==> config.mk <==
export PLATFORM = sky130hd
export DESIGN_NAME = ldc_chan_seq
export DESIGN_NICKNAME = d
export VERILOG_FILES = /design/src/rtl/ldc_pkg.sv /design/src/rtl/ldc_desc_store.sv /design/src/rtl/ldc_gap_timer.sv /design/src/rtl/ldc_unit_stepper.sv /design/src/rtl/ldc_chan_seq.sv
export SDC_FILE = /design/constraint.sdc
export NUM_CORES = 1
export LEC_CHECK = 0
export ABC_CLOCK_PERIOD_IN_PS = 13300
export BUFFER_PORTS_ARGS = -buffer_cell sky130_fd_sc_hd__buf_2
export CAP_MARGIN = 20
export CORE_MARGIN = 2
export CORE_UTILIZATION = 50
export DETAILED_ROUTE_END_ITERATION = 16
export MAX_ROUTING_LAYER = met4
export PLACE_DENSITY = 0.74
export SLEW_MARGIN = 20
export SYNTH_ARGS = -nofsm -noshare
export SYNTH_HDL_FRONTEND = slang
export SYNTH_SLANG_ARGS = --single-unit
==> constraint.sdc <==
create_clock -name clk -period 13.3 [get_ports clk]
set_input_delay 2.66 -clock clk [delete_from_list [all_inputs] [get_ports clk]]
set_output_delay 2.66 -clock clk [all_outputs]
set_load 0.02 [all_outputs]
==> src/rtl/ldc_pkg.sv <==
`timescale 1ns/1ps
package ldc_pkg;
  localparam int DESC_WORDS = 8;
  localparam int IDX_W      = $clog2(DESC_WORDS);

  localparam int W_HDR  = 0;
  localparam int W_SRC  = 1;
  localparam int W_DST  = 2;
  localparam int W_CNT  = 3;
  localparam int W_CFG  = 4;
  localparam int W_IVL  = 5;
  localparam int W_EXT  = 6;
  localparam int W_LINK = 7;

  localparam int HDR_VALID     = 0;
  localparam int CFG_PACED     = 2;
  localparam int CFG_TO_PERIPH = 3;
  localparam int CFG_SRC_HOLD  = 20;
  localparam int CFG_DST_HOLD  = 21;
  localparam int CFG_IRQ_MASK  = 24;

  typedef enum logic [2:0] {
    S_IDLE, S_FETCH, S_CHECK, S_ISSUE, S_BUSY, S_GAP, S_WBACK
  } seq_state_t;

  function automatic logic [31:0] unit_bytes_of(input logic [31:0] left,
                                                input logic [31:0] cap);
    return (left < cap) ? left : cap;
  endfunction

  function automatic logic [31:0] step_addr(input logic [31:0] a,
                                            input logic [31:0] n,
                                            input logic hold);
    return hold ? a : a + n;
  endfunction

  function automatic logic [31:0] word_addr(input logic [31:0] base,
                                            input logic [IDX_W-1:0] idx);
    return base + {{(30-IDX_W){1'b0}}, idx, 2'b00};
  endfunction
endpackage

==> src/rtl/ldc_desc_store.sv <==
`timescale 1ns/1ps
module ldc_desc_store #(
  parameter int NW = 8,
  parameter int DW = 32,
  localparam int IW = $clog2(NW)
) (
  input  logic                   clk,
  input  logic                   rst_n,
  input  logic                   wr_en,
  input  logic [IW-1:0]          wr_idx,
  input  logic [DW-1:0]          wr_data,
  output logic [NW-1:0][DW-1:0]  words
);
  for (genvar g = 0; g < NW; g++) begin : g_word
    logic [DW-1:0] q;
    always_ff @(posedge clk or negedge rst_n) begin
      if (!rst_n)                                q <= '0;
      else if (wr_en && (wr_idx == IW'(g)))      q <= wr_data;
    end
    assign words[g] = q;
  end
endmodule

==> src/rtl/ldc_gap_timer.sv <==
`timescale 1ns/1ps
module ldc_gap_timer #(
  parameter int CW = 32
) (
  input  logic          clk,
  input  logic          rst_n,
  input  logic          load,
  input  logic [CW-1:0] count,
  output logic          expire
);
  logic [CW-1:0] left_q;
  always_ff @(posedge clk or negedge rst_n) begin
    if (!rst_n)              left_q <= '0;
    else if (load)           left_q <= count;
    else if (left_q != '0)   left_q <= left_q - 1'b1;
  end
  assign expire = (left_q == CW'(1));
endmodule

==> src/rtl/ldc_unit_stepper.sv <==
`timescale 1ns/1ps
module ldc_unit_stepper
  import ldc_pkg::*;
#(
  parameter int UNIT_BYTES = 16
) (
  input  logic        clk,
  input  logic        rst_n,
  input  logic        load,
  input  logic [31:0] src_i,
  input  logic [31:0] dst_i,
  input  logic [31:0] cnt_i,
  input  logic        src_hold,
  input  logic        dst_hold,
  input  logic        advance,
  output logic [31:0] cur_src,
  output logic [31:0] cur_dst,
  output logic [31:0] cur_len,
  output logic        last_unit
);
  localparam logic [31:0] CAP = 32'(UNIT_BYTES);
  logic [31:0] left_q;

  assign cur_len   = unit_bytes_of(left_q, CAP);
  assign last_unit = (left_q <= CAP);

  always_ff @(posedge clk or negedge rst_n) begin
    if (!rst_n) begin
      left_q  <= '0;
      cur_src <= '0;
      cur_dst <= '0;
    end else if (load) begin
      left_q  <= cnt_i;
      cur_src <= src_i;
      cur_dst <= dst_i;
    end else if (advance) begin
      left_q  <= left_q - cur_len;
      cur_src <= step_addr(cur_src, cur_len, src_hold);
      cur_dst <= step_addr(cur_dst, cur_len, dst_hold);
    end
  end
endmodule

==> src/rtl/ldc_chan_seq.sv <==
`timescale 1ns/1ps
module ldc_chan_seq
  import ldc_pkg::*;
#(
  parameter int UNIT_BYTES = 16
) (
  input  logic        clk,
  input  logic        rst_n,
  input  logic        go,
  input  logic [31:0] link_addr,
  output logic        mem_req,
  output logic        mem_we,
  output logic [31:0] mem_addr,
  output logic [31:0] mem_wdata,
  input  logic        mem_ack,
  input  logic        mem_err,
  input  logic [31:0] mem_rdata,
  output logic        xfer_start,
  output logic [31:0] xfer_src,
  output logic [31:0] xfer_dst,
  output logic [31:0] xfer_len,
  output logic        xfer_to_periph,
  output logic [31:0] xfer_cfg,
  output logic [31:0] xfer_ext,
  input  logic        xfer_done,
  input  logic        xfer_err,
  input  logic        periph_req,
  output logic        end_irq,
  output logic        chan_active,
  output logic        chan_err
);
  logic [DESC_WORDS-1:0][31:0] dw;
  seq_state_t                  st;
  logic [31:0]                 ptr;
  logic [IDX_W-1:0]            widx;
  logic                        active_q, err_q, irq_q;

  // named internal events
  logic fetch_ok, hdr_invalid, desc_loaded, mem_fault, wb_done;
  logic unit_done, xfer_fault, issue_fire, zero_count, step_load;
  logic gap_busy, gap_expire, paced_w, last_unit;

  assign paced_w     = dw[W_CFG][CFG_PACED];
  assign fetch_ok    = (st == S_FETCH) && mem_ack && !mem_err;
  assign hdr_invalid = fetch_ok && (widx == IDX_W'(W_HDR)) && !mem_rdata[HDR_VALID];
  assign desc_loaded = fetch_ok && (widx == IDX_W'(W_LINK));
  assign mem_fault   = ((st == S_FETCH) || (st == S_WBACK)) && mem_ack && mem_err;
  assign wb_done     = (st == S_WBACK) && mem_ack && !mem_err;
  assign unit_done   = (st == S_BUSY) && xfer_done && !xfer_err;
  assign xfer_fault  = (st == S_BUSY) && xfer_err;
  assign issue_fire  = (st == S_ISSUE) && (!paced_w || periph_req);
  assign zero_count  = (st == S_CHECK) && (dw[W_CNT] == '0);
  assign step_load   = (st == S_CHECK) && !zero_count;
  assign gap_busy    = (st == S_GAP);

  ldc_desc_store #(.NW(DESC_WORDS), .DW(32)) store_i (
    .clk     (clk),
    .rst_n   (rst_n),
    .wr_en   (fetch_ok),
    .wr_idx  (widx),
    .wr_data (mem_rdata),
    .words   (dw)
  );

  ldc_unit_stepper #(.UNIT_BYTES(UNIT_BYTES)) step_i (
    .clk       (clk),
    .rst_n     (rst_n),
    .load      (step_load),
    .src_i     (dw[W_SRC]),
    .dst_i     (dw[W_DST]),
    .cnt_i     (dw[W_CNT]),
    .src_hold  (dw[W_CFG][CFG_SRC_HOLD]),
    .dst_hold  (dw[W_CFG][CFG_DST_HOLD]),
    .advance   (unit_done),
    .cur_src   (xfer_src),
    .cur_dst   (xfer_dst),
    .cur_len   (xfer_len),
    .last_unit (last_unit)
  );

  ldc_gap_timer #(.CW(32)) gap_i (
    .clk    (clk),
    .rst_n  (rst_n),
    .load   (unit_done),
    .count  (dw[W_IVL]),
    .expire (gap_expire)
  );

  always_ff @(posedge clk or negedge rst_n) begin
    if (!rst_n) begin
      st       <= S_IDLE;
      ptr      <= '0;
      widx     <= '0;
      active_q <= 1'b0;
      err_q    <= 1'b0;
      irq_q    <= 1'b0;
    end else begin
      irq_q <= 1'b0;
      case (st)
        S_IDLE: if (go) begin
          ptr      <= link_addr;
          widx     <= '0;
          active_q <= 1'b1;
          err_q    <= 1'b0;
          st       <= S_FETCH;
        end
        S_FETCH: begin
          if (mem_fault) begin
            err_q <= 1'b1; active_q <= 1'b0; st <= S_IDLE;
          end else if (hdr_invalid) begin
            active_q <= 1'b0; st <= S_IDLE;
          end else if (desc_loaded) begin
            st <= S_CHECK;
          end else if (fetch_ok) begin
            widx <= widx + 1'b1;
          end
        end
        S_CHECK: begin
          if (zero_count) begin
            err_q <= 1'b1; active_q <= 1'b0; st <= S_IDLE;
          end else begin
            st <= S_ISSUE;
          end
        end
        S_ISSUE: if (issue_fire) st <= S_BUSY;
        S_BUSY: begin
          if (xfer_fault) begin
            err_q <= 1'b1; active_q <= 1'b0; st <= S_IDLE;
          end else if (unit_done) begin
            if (last_unit)              st <= S_WBACK;
            else if (dw[W_IVL] != '0)   st <= S_GAP;
            else                        st <= S_ISSUE;
          end
        end
        S_GAP: if (gap_expire) st <= S_ISSUE;
        S_WBACK: begin
          if (mem_fault) begin
            err_q <= 1'b1; active_q <= 1'b0; st <= S_IDLE;
          end else if (wb_done) begin
            irq_q <= !dw[W_CFG][CFG_IRQ_MASK];
            ptr   <= dw[W_LINK];
            widx  <= '0;
            st    <= S_FETCH;
          end
        end
        default: st <= S_IDLE;
      endcase
    end
  end

  assign mem_req        = (st == S_FETCH) || (st == S_WBACK);
  assign mem_we         = (st == S_WBACK);
  assign mem_addr       = (st == S_WBACK) ? ptr : word_addr(ptr, widx);
  assign mem_wdata      = dw[W_HDR] & ~(32'd1 << HDR_VALID);
  assign xfer_start     = issue_fire;
  assign xfer_to_periph = dw[W_CFG][CFG_TO_PERIPH];
  assign xfer_cfg       = dw[W_CFG];
  assign xfer_ext       = dw[W_EXT];
  assign end_irq        = irq_q;
  assign chan_active    = active_q;
  assign chan_err       = err_q;
endmodule

==> results of run 1 <==
## stage by stage
stage	hold slack, ns	cells	power (mW)	util, %	instance area [um^2]
final	0.484	2921	2.95	57.0	25300
after CTS	0.488	2917	2.97	56.9	25200
after global placement	0.465	2834	1.72	53.7	23800
after floorplan	0.431	2159	1.61	-	22800
after detailed placement	0.475	2834	1.73	53.7	23800
after global routing	0.507	2919	3.07	57.0	25300
## registers in the layout, summed over array words and instances (netlist names), 3 cells and up
name              count
ptr                  32
step_i.cur_dst       32
gap_i.left_q         32
step_i.left_q        32
widx                  3
step_i.cur_src       32
store_i.g_word.q    255
st                    3
## placed cells by master, fill, tap and decap left out, drive strengths merged, types with 6 or more instances in the layout
cell,n
nor3,40
conb,81
a31oi,11
o31ai,11
xnor2,64
a221oi,11
a221o,26
o211ai,8
mux2,258
dfrtp,424
mux2i,40
nor4,41
nor2b,7
nor2,88
xor2,36
clkinv,14
ha,74
o21ai,157
o21bai,9
or4,6
clkbuf,66
nand4,19
and3,11
nand2,188
o2111ai,6
a21o,26
buf,292
inv,41
a21oi,87
a22oi,46
nand3,50
nand2b,12
## worst reg2reg max path, delay by kind of cell, from the launching register on
family,cells,cell delay [ns]
AOI/OAI and AO/OA,8,2.11
and+or+nand+nor,4,1.77
DFF,1,0.43
xor gates and xnor gates,1,0.17
adders and majority gates,1,0.34
buffers and inverters,1,0.42
## report_power, final
part / total (mW) / internal [mW] / switching [mW]
Sequential: 1.38 / 1.33 / 0.0435
Combinational: 0.344 / 0.123 / 0.221
Clock: 1.24 / 0.696 / 0.539
## cell families (layout without fill, tap and decap cells)
family	after synthesis	count (layout)	synth area share, %
compound gates	441	441	12.8
xor+xnor	100	100	3.90
simple gates	491	491	10.6
mux	298	298	14.7
flops	424	424	47.2
fa+ha+maj	77	77	4.39
buf+inv	247	414	6.28
other cells	2	84	0.0334
## cell type report
class / instances / area [um^2]
timing repair buffer: 292 / 1540
fill: 3754 / 19100
multi-input combinational: 1488 / 10800
clock buffer: 66 / 1330
sequential: 424 / 10600
tap: 592 / 741
antenna: 3 / 7.51
inverter: 39 / 146
clock inverter: 17 / 118
## worst max-delay path by stage
stage,from,to,cells after the start
6_report,st[0],mem_addr[29],9
5_1_grt,st[0],mem_addr[29],9
4_1_cts,st[0],mem_addr[29],9
3_5_place_dp,periph_req,xfer_start,4
3_3_place_gp,periph_req,xfer_start,4
2_1_floorplan,periph_req,xfer_start,2
## routing by layer
metal,vias up,track usage (%),share of wire [%]
met1,8678,35.4,42
met2,676,44.3,49
met3,129,4.40,6.4
met4,0,8.20,2.7
li1,7760,-,-
met5,-,-,0
==> flow_summary_export.csv, run 1 <==
group,metric,value,unit
logic_synthesis,synth_ff_type,"dfrtp_1",
clock_network,cts_buffer_depth,3,
global_route,grtUsageTotal,27.3,%
place,io_buffers,274,
sta,fin_skew,0.0247,ns
clock_network,htree_levels,2,
sta,setup_tns,0,ns
global_route,antenna_found_initial,4,
clock_network,clockRootBuffer,"clkbuf_16",
logic_synthesis,ys_seq_area_share,47.2,%
min_path,hp-class,"reg -> reg",
min_path,min_from,"ptr[0]",
global_route,grt_pass1_wl,96100,um
drt,drc_errors,0,
run_status,outcome,"finished, final reports clean",
setup_path,path_buf_inv,2,
logic_synthesis,synth_commonest_cells,"dfrtp_1, mux2_2, nand2_1, o21ai_0, buf_4",
die,die_w,216,um
setup_path,worstPathMaxFanout,11,
setup_path,reg2reg_from,"step_i.left_q[18]",
min_path,min_to,"ptr[0]",
clock_network,post_cts_buffers,0,
logic_synthesis,synth_area_leaders,"dfrtp_1, mux2_2, buf_4",
setup_path,arrival,3.66,ns
die,rows,77,
global_route,grt-ovfl-total,0,
logic_synthesis,yosys.cell_count.top_type,"dfrtp_1",
sta,layout_setup_ws,6.98,ns
place,pre_cts_slack,7.03,ns
sta,fin_crit_sh,47.5,%
die,die-height,216,um
logic_synthesis,netlist_instances,2080,
clock_network,hold_buffers,0,
setup_path,r2r-end,"step_i.cur_dst[31]",
logic_synthesis,syn_area,22500,um^2
die,die-area,46600,um^2
sta,slew_headroom,32.4,%
logic_synthesis,synth_largest_type_area_fraction,47.2,%
global_route,grt_pass1_vias,16667,
place,place_hpwl,42300,um
cells_and_area,drive_gt1_share,28.2,%
clock_network,cts_tree,"built",
die,core,44300,um^2
die,initial_utilization,50.7,%
setup_path,worst_ep_required_time,10.64,ns
drt,vias,17243,
setup_path,critical_path.startpoint_type,"flop",
cells_and_area,nets,2439,
setup_path,path_cells,"inv_1, nand3_1, nand2_1, nor4b_1, and2_1, nor2b_1, nand4_1, xnor2_1, buf_2",
logic_synthesis,yosys_register_bits,424,
setup_path,slowest_delay,0.59,ns
sta,setup_violations,0,
clock_network,clk_pin_slew,0.06,ns
clock_network,clock_sinks,424,
power,leakage,12.8,nW
sta,worstMarginPinSlew,1.01,ns
logic_synthesis,ys_warn_count,0,
power,vdd_ir_drop_max,0.0000658,V
logic_synthesis,async_flop_share,100,%
min_path,hold_depth,2,
sta,slew_viol_final,0,
logic_synthesis,post_synth.cell_area_avg,10.8,um^2
drt,dr.pass1.iters,6,
clock_network,cts_resized,0,
setup_path,cp_top_family,"simple AND/OR/NAND/NOR gates",
setup_path,path_class,"reg -> out",
cells_and_area,syn_to_final_growth,12.5,%
drt,viasPerCell,5.90,
setup_path,crit_path_end_kind,"output pin",
logic_synthesis,synth_edf_count,0,
logic_synthesis,yosys.area.top_type,"dfrtp_1",
die,ios,303,
setup_path,cpMaxStageDelayCell,"nor4b_1",
place,gp_congestion,0.933,
setup_path,reg2reg_setup_slack,7.96,ns
clock_network,numCtsBuffers,45,
global_route,grt_max_degree,112,
drt,wl_per_cell,21.5,um
drt,drt_iter0_markers,1405,
setup_path,worst-r2r-cell-count,15,
logic_synthesis,ys_types,79,
drt,routed_wl,62900,um
drt,ant_nets,0,
sta,finalHoldViolations,0,
power,powerDensity,117,nW/um^2
sta,fin_crit,6.32,ns
clock_network,clk_latency,0.59,ns
sta,fmax,0.158,GHz
flow_run,drv_cap,0,
sta,rsz0062_at_grt,"false",
(Power assumes the default switching activity.)
==> inputs of run 2 (changes only) <==
--- a/config.mk
+++ b/config.mk
@@ -5,7 +5,7 @@
 export SDC_FILE = /design/constraint.sdc
 export NUM_CORES = 1
 export LEC_CHECK = 0
-export ABC_CLOCK_PERIOD_IN_PS = 13300
+export ABC_CLOCK_PERIOD_IN_PS = 6600
 export BUFFER_PORTS_ARGS = -buffer_cell sky130_fd_sc_hd__buf_2
 export CAP_MARGIN = 20
 export CORE_MARGIN = 2
==> constraint.sdc (replaced) <==
create_clock -name clk -period 6.6 [get_ports clk]
set_input_delay 1.32 -clock clk [delete_from_list [all_inputs] [get_ports clk]]
set_output_delay 1.32 -clock clk [all_outputs]
set_load 0.02 [all_outputs]
==> run 2 against run 1 <==
  * Non-clock buffer count grew 1
  * Worst hold slack gained 0.012 ns
  * Flip-flop and latch count stayed put
  * Combinational power increased by 100%
  * Critical path type is now reg -> reg
  * Largest cell class unchanged
  * Wire length grew 1.2%
  * Setup slack got worse by 5.6 ns
  * Utilization increased by 0.25 points
  * Sequential share of layout area down 0.18 points
  * First-iteration DRC count decreased by 13%
  * Via count down 1.2%
  * Clock skew is essentially flat
==> flow_summary_export.csv, run 2 (synthesized netlist as in run 1, its figures left out) <==
group,metric,value,unit
die,rows,77,
global_route,antenna_found_initial,2,
min_path,hp-class,"reg -> reg",
flow_run,drv_cap,0,
sta,fin_crit,5.22,ns
power,leakage,12.8,nW
place,placed_cell_area,23800,um^2
power,powerDensity,241,nW/um^2
clock_network,numCtsBuffers,47,
sta,finalHoldViolations,0,
cells_and_area,drive_gt1_share,28.0,%
power,vdd_ir_drop_max,0.000174,V
cells_and_area,postLayoutCellArea,25400,um^2
clock_network,cts_tree,"built",
power,total_power,6.13,mW
clock_network,clock_sinks,424,
sta,worstMarginPinSlew,1.04,ns
drt,ant_nets,0,
sta,fin_skew,0.0249,ns
die,core,44300,um^2
die,die-area,46600,um^2
place,place_hpwl,43100,um
global_route,grtUsageTotal,27.9,%
die,die-height,216,um
sta,fmax,0.191,GHz
die,ios,303,
setup_path,worst_ep_required_time,7.06,ns
drt,wl_per_cell,21.8,um
cells_and_area,largest_register_ffs,255,
cells_and_area,final_cell_mix,"dfrtp_1, buf_2, mux2_2",
drt,vias,17039,
cells_and_area,fill_cells,3753,
global_route,grt-ovfl-total,0,
sta,rsz0062_at_grt,"false",
clock_network,cts_resized,0,
setup_path,critical_path.startpoint_type,"flop",
setup_path,crit_path_end_kind,"flop",
global_route,grt_max_degree,129,
drt,viasPerCell,5.84,
drt,drt_iter0_markers,1224,
clock_network,clk_latency,0.59,ns
sta,setup_tns,0,ns
setup_path,arrival,5.69,ns
cells_and_area,multi_input_area,10800,um^2
setup_path,worstPathMaxFanout,14,
sta,fin_crit_sh,79.1,%
cells_and_area,nets,2442,
sta,setup_violations,0,
drt,routed_wl,63600,um
cells_and_area,final-seq-area,10600,um^2
clock_network,clk_pin_slew,0.06,ns
sta,slew_headroom,30.6,%
place,gp_congestion,0.920,
setup_path,path_class,"reg -> reg",
cells_and_area,top_register,"store_i.g_word.q",
cells_and_area,syn_to_final_growth,13.0,%
global_route,grt_pass1_wl,98100,um
global_route,grt_pass1_vias,16818,
clock_network,cts_buffer_depth,3,
place,numPlacedInstances,2836,
clock_network,clockRootBuffer,"clkbuf_16",
clock_network,post_cts_buffers,0,
clock_network,htree_levels,2,
clock_network,hold_buffers,0,
sta,slew_viol_final,0,
sta,hold_slack,0.496,ns
die,initial_utilization,50.7,%
drt,dr.pass1.iters,5,
cells_and_area,fin_cells,2919,
die,die_w,216,um
cells_and_area,final_common_cell,"dfrtp_1",
drt,drc_errors,0,
place,io_buffers,274,
run_status,outcome,"finished, final reports clean",
==> run 2: changes by cell type in the layout (fill, tap and decap cells not counted), sizes merged <==
cell / before / now
buf: 292 / 293
bufinv: 0 / 5
clkbuf: 66 / 68
clkinv: 14 / 6
diode: 3 / 1
==> run 2: per-layer routing <==
metal  up-vias  track usage [%]  share of wire (%)
li1       7767                -                  -
met1      8658             36.3                 43
met2       492             44.5                 48
met3       122             3.96                4.9
met4         0             10.4                3.8
met5         -                -                  0
==> run 2: report_power, final <==
part           internal (mW)  total, mW  switching, mW
logic                  0.250      0.693          0.444
clock network           1.58       2.66           1.08
registers               2.68       2.77         0.0876
total                   4.51       6.13           1.61
==> run 2: cell type report <==
class | count | area share, %
clock buffer | 68 | 5.18
antenna | 1 | 0.00986
sequential | 424 | 41.8
multi-input combinational | 1488 | 42.5
clock inverter | 14 | 0.883
timing repair buffer | 293 | 6.15
tap | 592 | 2.92
inverter | 39 | 0.577
==> run 2: path summary, 6_finish.rpt <==
path                                              from            endpoint  slack, ns  depth (start not counted)
worst min register to register  store_i.g_word[1].q[2]   step_i.cur_src[2]       0.50                          1
worst min-delay path            store_i.g_word[1].q[2]   step_i.cur_src[2]       0.50                          1
min in group asynchronous                        rst_n  step_i.cur_dst[16]       0.74                          1
worst max-delay path                 step_i.left_q[27]  step_i.cur_dst[31]       1.38                         15
max in group asynchronous                        rst_n             end_irq       4.44                          2
worst max register to register       step_i.left_q[27]  step_i.cur_dst[31]       1.38                         15
==> run 2: critical path, stage by stage, from the launching register on <==
cell and delay, ns:
dfrtp_1 0.40, nor4_2 0.42, nand4_2 0.28, nor4_2 0.62, inv_1 0.42, nor2_1 0.48
ha_1 0.32, a21o_1 0.15, a21oi_1 0.26, o31a_1 0.28, o211ai_1 0.23, a211o_1 0.36
a311o_1 0.41, o31ai_2 0.23, xor2_1 0.18, o21ai_1 0.07
==> run 2: stage by stage <==
step / util [%] / setup WS (ns)
2_1_floorplan: - / 1.83
3_3_place_gp: 53.7 / 1.67
3_5_place_dp: 53.8 / 1.49
4_1_cts: 57.2 / 1.46
5_1_grt: 57.2 / 1.01
6_report: 57.3 / 1.38
==> inputs of run 3 (changes only) <==
--- a/config.mk
+++ b/config.mk
@@ -5,14 +5,14 @@
 export SDC_FILE = /design/constraint.sdc
 export NUM_CORES = 1
 export LEC_CHECK = 0
-export ABC_CLOCK_PERIOD_IN_PS = 6600
+export ABC_CLOCK_PERIOD_IN_PS = 4720
 export BUFFER_PORTS_ARGS = -buffer_cell sky130_fd_sc_hd__buf_2
 export CAP_MARGIN = 20
 export CORE_MARGIN = 2
 export CORE_UTILIZATION = 50
 export DETAILED_ROUTE_END_ITERATION = 16
 export MAX_ROUTING_LAYER = met4
-export PLACE_DENSITY = 0.74
+export PLACE_DENSITY = 0.77
 export SLEW_MARGIN = 20
 export SYNTH_ARGS = -nofsm -noshare
 export SYNTH_HDL_FRONTEND = slang
==> constraint.sdc (replaced) <==
create_clock -name clk -period 4.72 [get_ports clk]
set_input_delay 0.944 -clock clk [delete_from_list [all_inputs] [get_ports clk]]
set_output_delay 0.944 -clock clk [all_outputs]
set_load 0.02 [all_outputs]
==> run 3 against run 2 <==
  * Non-clock buffer count grew 9
  * Die area did not move
  * Clock power grew 52%
  * Design area grew 1.1%
  * Total power grew 45%
  * Critical path type unchanged
  * First-iteration DRC count up 14%
  * Sequential share of layout area decreased by 0.46 points
==> flow_summary_export.csv, run 3 (synthesized netlist as in run 1, its figures left out) <==
group,metric,value,unit
run_status,outcome,"finished, final reports clean",
drt,viasPerCell,5.85,
drt,routed_wl,63900,um
setup_path,path_buf_inv,1,
setup_path,crit_path_end_kind,"flop",
sta,setup_tns,0,ns
setup_path,r2r-end,"step_i.cur_dst[31]",
clock_network,clockRootBuffer,"clkbuf_16",
clock_network,numCtsBuffers,46,
power,internal_power,6.58,mW
setup_path,worstPathMaxFanout,6,
global_route,grtUsageTotal,28.0,%
global_route,grt_pass1_wl,98100,um
cells_and_area,final-seq-area,10600,um^2
sta,fin_crit,4.49,ns
sta,setup_violations,0,
setup_path,cp_common_cell,"nor4_2",
setup_path,cpMaxStageDelayCell,"nor4_2",
drt,dr.pass1.iters,5,
sta,slew_viol_final,0,
cells_and_area,nets,2450,
drt,wl_per_cell,21.8,um
setup_path,worst-r2r-cell-count,15,
setup_path,slowest_delay,0.43,ns
clock_network,clk_latency,0.60,ns
die,die_w,216,um
cells_and_area,drive_gt1_share,29.0,%
setup_path,path_cells,"nor4_2, nand4_2, nor4_2, inv_1, nor2_4, ha_1, a21o_1, a21oi_1, o31a_1, o211ai_1, a211o_1, a311o_1, o31ai_2, xor2_1, o21ai_1",
clock_network,post_cts_buffers,0,
drt,ant_nets,0,
global_route,grt_pass1_vias,16787,
sta,slew_headroom,32.6,%
die,die-height,216,um
min_path,hp-class,"in -> async",
sta,finalHoldViolations,0,
cells_and_area,final_common_cell,"dfrtp_1",
power,powerDensity,346,nW/um^2
place,gp_congestion,0.910,
die,initial_utilization,50.7,%
clock_network,htree_levels,2,
cells_and_area,top_register,"store_i.g_word.q",
setup_path,arrival,4.95,ns
die,core,44300,um^2
sta,fin_crit_sh,95.2,%
power,pwr-share-clk,45.4,%
power,switchingPower,2.31,mW
place,place_hpwl,43100,um
setup_path,cp_top_family,"compound AO/OA/AOI/OAI gates",
cells_and_area,multi_input_area,10800,um^2
setup_path,reg2reg_from,"step_i.left_q[26]",
flow_run,drv_cap,0,
power,p_seq_share,43.6,%
sta,hold_slack,0.374,ns
power,vdd_ir_drop_max,0.000234,V
clock_network,clock_sinks,424,
setup_path,worst_ep_required_time,5.18,ns
power,swShare,26.0,%
drt,drt_iter0_markers,1399,
place,io_buffers,274,
global_route,antenna_found_initial,7,
drt,vias,17160,
global_route,grt_max_degree,118,
clock_network,cts_buffer_depth,3,
drt,drc_errors,0,
clock_network,cts_tree,"built",
clock_network,clk_pin_slew,0.06,ns
setup_path,critical_path.startpoint_type,"flop",
cells_and_area,fill_cells,3722,
cells_and_area,final_cell_mix,"dfrtp_1, buf_2, mux2_2",
cells_and_area,largest_register_ffs,255,
sta,fmax,0.223,GHz
die,die-area,46600,um^2
cells_and_area,syn_to_final_growth,14.2,%
setup_path,cp_num_cells,15,
sta,fin_skew,0.0313,ns
die,ios,303,
sta,rsz0062_at_grt,"false",
die,rows,77,
power,leakage,12.9,nW
setup_path,path_class,"reg -> reg",
sta,worstMarginPinSlew,1.01,ns
power,comb_power_share,11.0,%
cells_and_area,postLayoutCellArea,25700,um^2
place,placed_cell_area,23900,um^2
setup_path,reg2reg_setup_slack,0.23,ns
global_route,grt-ovfl-total,0,
run 3: area by class of cell:
type | instances | share of cell area, %
antenna | 3 | 0.0293
sequential | 424 | 41.4
multi-input combinational | 1488 | 42.1
clock inverter | 26 | 1.58
tap | 592 | 2.89
timing repair buffer | 302 | 6.40
inverter | 39 | 0.571
clock buffer | 59 | 5.11
run 3: worst reg2reg max path, stage by stage (launching register included):
cell      delay [ns]
dfrtp_1         0.41
nor4_2          0.43
nand4_2         0.28
nor4_2          0.43
inv_1           0.24
nor2_4          0.23
ha_1            0.27
a21o_1          0.16
a21oi_1         0.26
o31a_1          0.28
o211ai_1        0.18
a211o_1         0.33
a311o_1         0.41
o31ai_2         0.22
xor2_1          0.18
o21ai_1         0.07
run 3: worst max-delay path by stage:
stage,endpoint,start,slack (ns)
final,step_i.cur_dst[31],step_i.left_q[26],0.23
after detailed placement,step_i.cur_dst[31],step_i.left_q[27],0.19
after global routing,step_i.cur_dst[31],step_i.left_q[27],0.03
after global placement,step_i.cur_dst[31],step_i.left_q[27],0.31
after CTS,step_i.cur_dst[31],step_i.left_q[26],0.16
after floorplan,step_i.cur_dst[31],step_i.left_q[5],0.16
run 3: per-layer routing:
metal  vias to the layer above  wire length, um  track usage [%]
met5                         -                0                -
met4                         0             2070             10.4
met3                       123             3690             4.21
met2                       562            31400             45.1
met1                      8667            26800             36.0
li1                       7808                -                -
run 3: what timing repair did:
item	in CTS	in global routing
hold buffers	0	0
resized for setup	0	4
endpoints found under the setup margin	0	4
run 3: metrics by stage:
stage / instances / utilization, % / total power, mW / setup WS (ns)
after floorplan: 2159 / - / 4.53 / 0.160
after global placement: 2844 / 53.9 / 4.87 / 0.312
after detailed placement: 2844 / 53.9 / 4.90 / 0.190
after CTS: 2929 / 57.8 / 8.93 / 0.156
after global routing: 2932 / 57.9 / 9.22 / 0.0301
final: 2933 / 57.9 / 8.89 / 0.228
run 3: power groups by stage:
stage,Combinational (mW),Sequential (mW),Clock [mW]
floorplan,0.592,3.93,0
global placement,0.946,3.93,0
detailed placement,0.967,3.94,0
CTS,0.974,3.87,4.09
global route,1.08,3.89,4.25
finish,0.981,3.87,4.03
